[src/rtl/aon_irq_pkg.sv]
package aon_irq_pkg;

  localparam logic [7:0] OFF_VECTOR = 8'h00;
  localparam logic [7:0] OFF_BASE   = 8'h04;
  localparam logic [7:0] OFF_TRIG   = 8'h0c;
  localparam logic [7:0] OFF_PEND   = 8'h10;
  localparam logic [7:0] OFF_ENABLE = 8'h40;
  localparam logic [7:0] OFF_MASK   = 8'h50;
  localparam logic [7:0] OFF_RESP   = 8'h60;

  typedef enum logic [1:0] {
    TRIG_LVL_LO = 2'd0,
    TRIG_FALL   = 2'd1,
    TRIG_LVL_HI = 2'd2,
    TRIG_RISE   = 2'd3
  } trig_t;

  function automatic logic trig_hit(trig_t mode, logic cur, logic prev);
    case (mode)
      TRIG_LVL_LO: return !cur;
      TRIG_FALL:   return prev && !cur;
      TRIG_LVL_HI: return cur;
      default:     return !prev && cur;
    endcase
  endfunction

  function automatic logic [31:0] vec_addr(logic [31:0] base, logic [31:0] act);
    logic [31:0] res;
    res = base;
    for (int i = 31; i >= 0; i--) begin
      if (act[i]) res = base + (32'(i) << 2);
    end
    return res;
  endfunction

endpackage

[src/rtl/nmi_trigger.sv]
module nmi_trigger
  import aon_irq_pkg::*;
#(
  parameter int SYNC_STAGES = 2
) (
  input  logic  clk,
  input  logic  rst_n,
  input  logic  pin,
  input  trig_t mode,
  output logic  evt
);
  logic [SYNC_STAGES-1:0] sync_q;
  logic prev_q;
  logic pin_s;

  genvar g;
  generate
    for (g = 0; g < SYNC_STAGES; g++) begin : g_sync
      if (g == 0) begin : g_first
        always_ff @(posedge clk or negedge rst_n)
          if (!rst_n) sync_q[g] <= 1'b1;
          else        sync_q[g] <= pin;
      end else begin : g_next
        always_ff @(posedge clk or negedge rst_n)
          if (!rst_n) sync_q[g] <= 1'b1;
          else        sync_q[g] <= sync_q[g-1];
      end
    end
  endgenerate

  assign pin_s = sync_q[SYNC_STAGES-1];

  always_ff @(posedge clk or negedge rst_n)
    if (!rst_n) prev_q <= 1'b1;
    else        prev_q <= pin_s;

  assign evt = trig_hit(mode, pin_s, prev_q);

  // an edge mode never fires while the synchronized pin is steady
  a_r2_edge_quiet: assert property (@(posedge clk) disable iff (!rst_n)
    ((mode == TRIG_RISE || mode == TRIG_FALL) && $stable(pin_s)) |-> !evt);

endmodule

[src/rtl/pend_latch.sv]
module pend_latch #(
  parameter int N = 32
) (
  input  logic         clk,
  input  logic         rst_n,
  input  logic [N-1:0] set_vec,
  input  logic [N-1:0] clr_vec,
  output logic [N-1:0] pend
);
  always_ff @(posedge clk or negedge rst_n)
    if (!rst_n) pend <= '0;
    else        pend <= (pend & ~clr_vec) | set_vec;

  // NMI latch holds until software clears it
  a_r3_hold: assert property (@(posedge clk) disable iff (!rst_n)
    (pend[0] && !clr_vec[0]) |=> pend[0]);

  // a set beats a simultaneous clear
  a_r4_set_wins: assert property (@(posedge clk) disable iff (!rst_n)
    (set_vec != '0) |=> ((pend & $past(set_vec)) == $past(set_vec)));

  // a lone clear takes effect on the next edge
  a_r4_clear: assert property (@(posedge clk) disable iff (!rst_n)
    ((clr_vec & ~set_vec) != '0) |=> ((pend & $past(clr_vec & ~set_vec)) == '0));

endmodule

[src/rtl/aon_reg_file.sv]
module aon_reg_file
  import aon_irq_pkg::*;
#(
  parameter int N  = 32,
  parameter int AW = 8
) (
  input  logic          clk,
  input  logic          rst_n,
  input  logic          wr,
  input  logic [AW-1:0] addr,
  input  logic [31:0]   wdata,
  input  logic [N-1:0]  pend,
  input  logic [31:0]   vector,
  output logic [31:0]   rdata,
  output logic [N-1:0]  enable,
  output logic [N-1:0]  mask,
  output logic [N-1:0]  resp,
  output logic [31:0]   base,
  output trig_t         trig,
  output logic [N-1:0]  clr_vec
);
  function automatic logic [31:0] widen(logic [N-1:0] v);
    logic [31:0] r;
    r = '0;
    r[N-1:0] = v;
    return r;
  endfunction

  logic hit_en, hit_mask, hit_resp, hit_base, hit_trig, hit_pend;

  assign hit_en   = wr && (addr == AW'(OFF_ENABLE));
  assign hit_mask = wr && (addr == AW'(OFF_MASK));
  assign hit_resp = wr && (addr == AW'(OFF_RESP));
  assign hit_base = wr && (addr == AW'(OFF_BASE));
  assign hit_trig = wr && (addr == AW'(OFF_TRIG));
  assign hit_pend = wr && (addr == AW'(OFF_PEND));

  assign clr_vec = hit_pend ? wdata[N-1:0] : '0;

  always_ff @(posedge clk or negedge rst_n) begin
    if (!rst_n) begin
      enable <= '0;
      mask   <= '0;
      resp   <= '0;
      base   <= '0;
      trig   <= TRIG_LVL_LO;
    end else begin
      if (hit_en)   enable <= wdata[N-1:0];
      if (hit_mask) mask   <= wdata[N-1:0];
      if (hit_resp) resp   <= wdata[N-1:0];
      if (hit_base) base   <= {wdata[31:2], 2'b00};
      if (hit_trig) trig   <= trig_t'(wdata[1:0]);
    end
  end

  always_comb begin
    rdata = '0;
    case (addr)
      AW'(OFF_VECTOR): rdata = vector;
      AW'(OFF_BASE):   rdata = base;
      AW'(OFF_TRIG):   rdata = {30'd0, trig};
      AW'(OFF_PEND):   rdata = widen(pend);
      AW'(OFF_ENABLE): rdata = widen(enable);
      AW'(OFF_MASK):   rdata = widen(mask);
      AW'(OFF_RESP):   rdata = widen(resp);
      default:         rdata = '0;
    endcase
  end

  // the trigger field moves only on a write
  a_r10_trig_stable: assert property (@(posedge clk) disable iff (!rst_n)
    !wr |=> $stable(trig));

endmodule

[src/rtl/aon_irq_ctrl.sv]
module aon_irq_ctrl
  import aon_irq_pkg::*;
#(
  parameter int N  = 32,
  parameter int AW = 8
) (
  input  logic          clk,
  input  logic          rst_n,
  input  logic          bus_wr,
  input  logic [AW-1:0] bus_addr,
  input  logic [31:0]   bus_wdata,
  output logic [31:0]   bus_rdata,
  input  logic          nmi_pin,
  input  logic [N-1:1]  irq_in,
  output logic          dist_nmi,
  output logic [N-1:1]  dist_irq,
  output logic          cop_irq
);
  trig_t        trig;
  logic         nmi_evt;
  logic [N-1:0] set_vec, clr_vec, pend, enable, mask, resp;
  logic [N-1:0] vec_act;
  logic [31:0]  base, vector, act32;

  nmi_trigger #(.SYNC_STAGES(2)) u_trig (
    .clk(clk), .rst_n(rst_n), .pin(nmi_pin), .mode(trig), .evt(nmi_evt)
  );

  assign set_vec = {irq_in, nmi_evt};

  pend_latch #(.N(N)) u_pend (
    .clk(clk), .rst_n(rst_n), .set_vec(set_vec), .clr_vec(clr_vec), .pend(pend)
  );

  aon_reg_file #(.N(N), .AW(AW)) u_regs (
    .clk(clk), .rst_n(rst_n), .wr(bus_wr), .addr(bus_addr), .wdata(bus_wdata),
    .pend(pend), .vector(vector), .rdata(bus_rdata), .enable(enable),
    .mask(mask), .resp(resp), .base(base), .trig(trig), .clr_vec(clr_vec)
  );

  assign vec_act = pend & enable & ~mask;

  always_comb begin
    act32 = '0;
    act32[N-1:0] = vec_act;
  end

  assign vector   = vec_addr(base, act32);
  assign cop_irq  = |(vec_act & ~resp);
  assign dist_nmi = pend[0] & enable[0];
  assign dist_irq = irq_in;

  // the coprocessor summary implies a vector candidate exists
  a_r8_cop_vec: assert property (@(posedge clk) disable iff (!rst_n)
    cop_irq |-> (vector != base || vec_act[0]));

  // a clear with no new event drops the distributor NMI
  a_r5_nmi_clear: assert property (@(posedge clk) disable iff (!rst_n)
    (clr_vec[0] && !nmi_evt) |=> !dist_nmi);

endmodule

[config.mk]
export PLATFORM = sky130hd
export DESIGN_NAME = aon_irq_ctrl
export DESIGN_NICKNAME = d
export VERILOG_FILES = /design/src/rtl/aon_irq_pkg.sv /design/src/rtl/nmi_trigger.sv /design/src/rtl/pend_latch.sv /design/src/rtl/aon_reg_file.sv /design/src/rtl/aon_irq_ctrl.sv
export SDC_FILE = /design/constraint.sdc
export NUM_CORES = 2
export LEC_CHECK = 0
export ABC_AREA = 1
export BUFFER_PORTS_ARGS = -buffer_cell sky130_fd_sc_hd__buf_2
export CELL_PAD_IN_SITES_DETAIL_PLACEMENT = 0
export CELL_PAD_IN_SITES_GLOBAL_PLACEMENT = 2
export CORE_MARGIN = 10
export CORE_UTILIZATION = 35
export CTS_CLUSTER_SIZE = 14
export DETAILED_ROUTE_END_ITERATION = 8
export GPL_TIMING_DRIVEN = 0
export PLACE_DENSITY = 0.93
export SLEW_MARGIN = 25
export SYNTH_ARGS = -nofsm -noshare
export SYNTH_HDL_FRONTEND = slang
export SYNTH_SLANG_ARGS = --single-unit
[constraint.sdc]
create_clock -name clk -period 7.7 [get_ports clk]
set_input_delay 0.77 -clock clk [delete_from_list [all_inputs] [get_ports clk]]
set_output_delay 0.77 -clock clk [all_outputs]
set_load 0.03 [all_outputs]
==> metrics.csv <==
metric,value,unit
Ports,140,
nets,3809,
CP arrival,6910,ps
Leakage Power,10.9,nW
worst r2r src,u_regs.base[19],
RD Place Congestion,1.07,
average size of a mapped cell,5.47,µm²
Starting Density,0.353,
fraction of layout instances using a drive strength above 1,0.0990,
Final Cycle Share,0.998,
Die Span X,255,µm
crit path kind,flip-flop to output port,
CTS H-tree depth,4,
Setup Skew,0.310,ps
"Area growth, synth to finish",13.3,%
drt total wl,132,mm
status,finished clean,
Post-DRT Antenna Nets,0,
initial antenna violation count,11,
Synth Warn #,0,
GR Overflow Total,0,
DIE AREA,65300,µm²
Routed wire per std cell,29.5,µm
Met2 Wirelength,56.2,mm
Non-Filler Instances,4482,
PD cells,140,nW/µm²
worst-margin pin slew,1130,ps
gr usage total,0.386,
met3 WL,13.8,mm
Post-DP HPWL,106,mm
CP endpoint kind,output port,
CTS Sinks,163,
Period minus WS final,7680,ps
Die H,255,µm
Critical Path Slowest Stage Cell,ha_1,
Num CTS Buffers,17,
DR iter-0 viols,3716,
clock slew at reported path FFs,70,ps
vias per cell,5.91,
Final Util,0.400,
crit start category,flip-flop,
port buffer count,138,
syn nets,3642,
largest net degree at the start of global routing,87,
peak fanout along the critical path,10,
Core Rows,86,
later-pin clock latency in the skew report,450,ps
# fillers,6441,
Syn Std Cell Area,19400,µm²
Residual DRC,0,
max_cap viols,0,
final slew viol count,0,
Syn Inst Count,3547,
register area share after synthesis,0.210,
met1 WL,51.4,mm
Pre-antenna DRT Iters,6,
Longest Clk Path Bufs,2,
DR vias,26500,
post-synth cell types,48,
Root Buffer,clkbuf_16,
vias in the first global route,25000,
required time worst endpoint,6930,ps
VDD IR max,0.176,mV
CP max stage delay,770,ps
"Top cell by count, worst path",nand2_1,
CTS Hold Buffers Added,0,
first-pass GRT wire length,184,mm
Fmax,130,MHz
Seq cells post-synth,163,
CTS tree,done,
Max Used Layer,met5,
worst hold path type,input port to asynchronous set/reset pin,
Setup Viol. Count Final,0,
Final Hold Fails,0,
Crit. Startpoint,u_regs.base[5],
Inst Count DP,4443,
core area,55000,µm²
Max transition margin,0.239,
==> cells in the final DEF, fill, tap and decap left out, types with 5 or more instances in the layout <==
master	synthesis	routed
inv_2	31	30
nand2_2	5	6
buf_1	9	8
nor2_2	6	7
ha_1	20	17
inv_1	394	392
nand3_1	175	175
nor3_1	52	36
a31oi_1	55	55
o21ai_0	355	355
a221oi_1	8	8
o21bai_1	30	29
o211ai_1	12	12
o31ai_1	16	16
a211oi_1	28	28
buf_4	38	47
nand2_1	1249	1247
o21a_1	9	9
clkbuf_16	0	17
nor2_1	251	250
nand4_1	12	12
inv_6	0	5
or2_2	6	6
clkinv_1	14	11
clkbuf_1	138	130
nor3_2	5	21
xor2_1	25	24
o22ai_1	37	37
o221ai_1	9	9
dfrtp_1	160	160
o21ai_1	18	18
diode_2	0	7
clkinvlp_4	0	8
nor2_4	8	8
a21oi_1	308	306
buf_2	31	169
==> where the power goes <==
part           total, mW  switching (mW)  leakage [nW]  internal [mW]
sequential         0.927          0.0380          2.08          0.889
combinational       1.27           0.931          8.57          0.338
clock              0.881           0.393         0.284          0.488
total               3.08            1.36          10.9           1.72
==> cells in the mapped netlist, drive strengths merged <==
cell type / count / area share
a211oi: 28 / 0.011
a21boi: 3 / 0.0012
a21o: 1 / 0.00039
a21oi: 309 / 0.080
a221oi: 8 / 0.0036
a31oi: 55 / 0.018
a41oi: 1 / 0.00045
buf: 81 / 0.026
clkbuf: 138 / 0.027
clkinv: 14 / 0.0027
dfrtp: 160 / 0.21
dfstp: 3 / 0.0041
ha: 20 / 0.013
inv: 427 / 0.083
nand2: 1256 / 0.24
nand3: 176 / 0.046
nand4: 12 / 0.0039
nor2: 268 / 0.058
nor3: 57 / 0.016
nor3b: 1 / 0.00039
nor4: 6 / 0.0019
o211ai: 12 / 0.0046
o21a: 9 / 0.0035
o21ai: 374 / 0.097
o21bai: 30 / 0.012
o221ai: 9 / 0.0041
o22ai: 37 / 0.012
o311ai: 2 / 0.00090
o31ai: 16 / 0.0062
or2: 6 / 0.0019
xnor2: 3 / 0.0014
xor2: 25 / 0.011
==> kinds of logic after synthesis <==
family | count (synthesis) | share of synthesized area
AO/OA/AOI/OAI | 894 | 0.253
adder cells (fa/ha/maj) | 20 | 0.0129
flip-flops | 163 | 0.210
XOR/XNOR | 28 | 0.0126
AND/OR/NAND/NOR | 1782 | 0.372
buffers and inverters | 660 | 0.138
==> critical path: cells and delay by family, from the launching register on <==
| kind | cells | cell delay [ps] |
|---|---|---|
| flops | 1 | 730 |
| simple gates | 22 | 2940 |
| compound gates | 2 | 290 |
| fa+ha+maj | 1 | 770 |
| buf+inv | 5 | 1690 |
==> worst paths after layout <==
kind	endpoint	slack, ps	depth (start not counted)
setup / recovery	bus_rdata[21]	20	30
hold / removal	u_pend.pend[10]	290	1
setup reg to reg	u_regs.base[19]	5530	4
hold reg to reg	u_trig.pin_s	360	0
max in group asynchronous	u_trig.prev_q	6490	2
min in group clk	u_trig.pin_s	360	0
==> layer usage <==
| metal | GRT usage | up-vias |
|---|---|---|
| li1 | - | 11800 |
| met1 | 0.474 | 12500 |
| met2 | 0.583 | 1779 |
| met3 | 0.0945 | 417 |
| met4 | 0.278 | 6 |
| met5 | 0 | - |
==> timing repair <==
| action | 4_1_cts | 5_1_grt |
|---|---|---|
| endpoints found under the setup margin | 19 | 25 |
| pin swaps | 0 | 0 |
| resized for setup | 5 | 15 |
| setup buffers | 1 | 2 |
| hold endpoints to repair | 0 | 0 |
==> layout make-up <==
type | instances | area (µm²) | area share
Buffer | 216 | 1030 | 0.0469
Multi-Input combinational cell | 2724 | 12800 | 0.582
Tap cell | 748 | 936 | 0.0426
Clock buffer | 18 | 429 | 0.0195
Timing Repair Buffer | 151 | 840 | 0.0382
Clock inverter | 14 | 165 | 0.00751
Inverter | 441 | 1680 | 0.0764
Antenna cell | 7 | 17.5 | 0.000797
Sequential cell | 163 | 4080 | 0.186
==> flip-flops by register name, summed over array words and instances, names as in the netlist <==
signal,flops
u_regs.resp,32
u_regs.mask,32
u_regs.trig,2
u_pend.pend,32
u_regs.enable,32
u_trig.pin_s,1
u_regs.base,30
u_trig.sync_q,1
u_trig.prev_q,1
==> through the flow <==
step	hold slack [ps]	setup TNS [ps]	power [mW]	area [µm²]	setup slack, ps
floorplan	345	0	1.65	19400	2810
global placement	351	-10080	2.15	21000	-1060
detailed placement	348	-2840	2.15	21300	-643
CTS	318	0	3.02	21900	33.7
global route	331	-0.0786	3.21	22000	-0.0786
finish	290	0	3.08	22000	15.2
No activity file was read; power rests on OpenSTA's default activity.
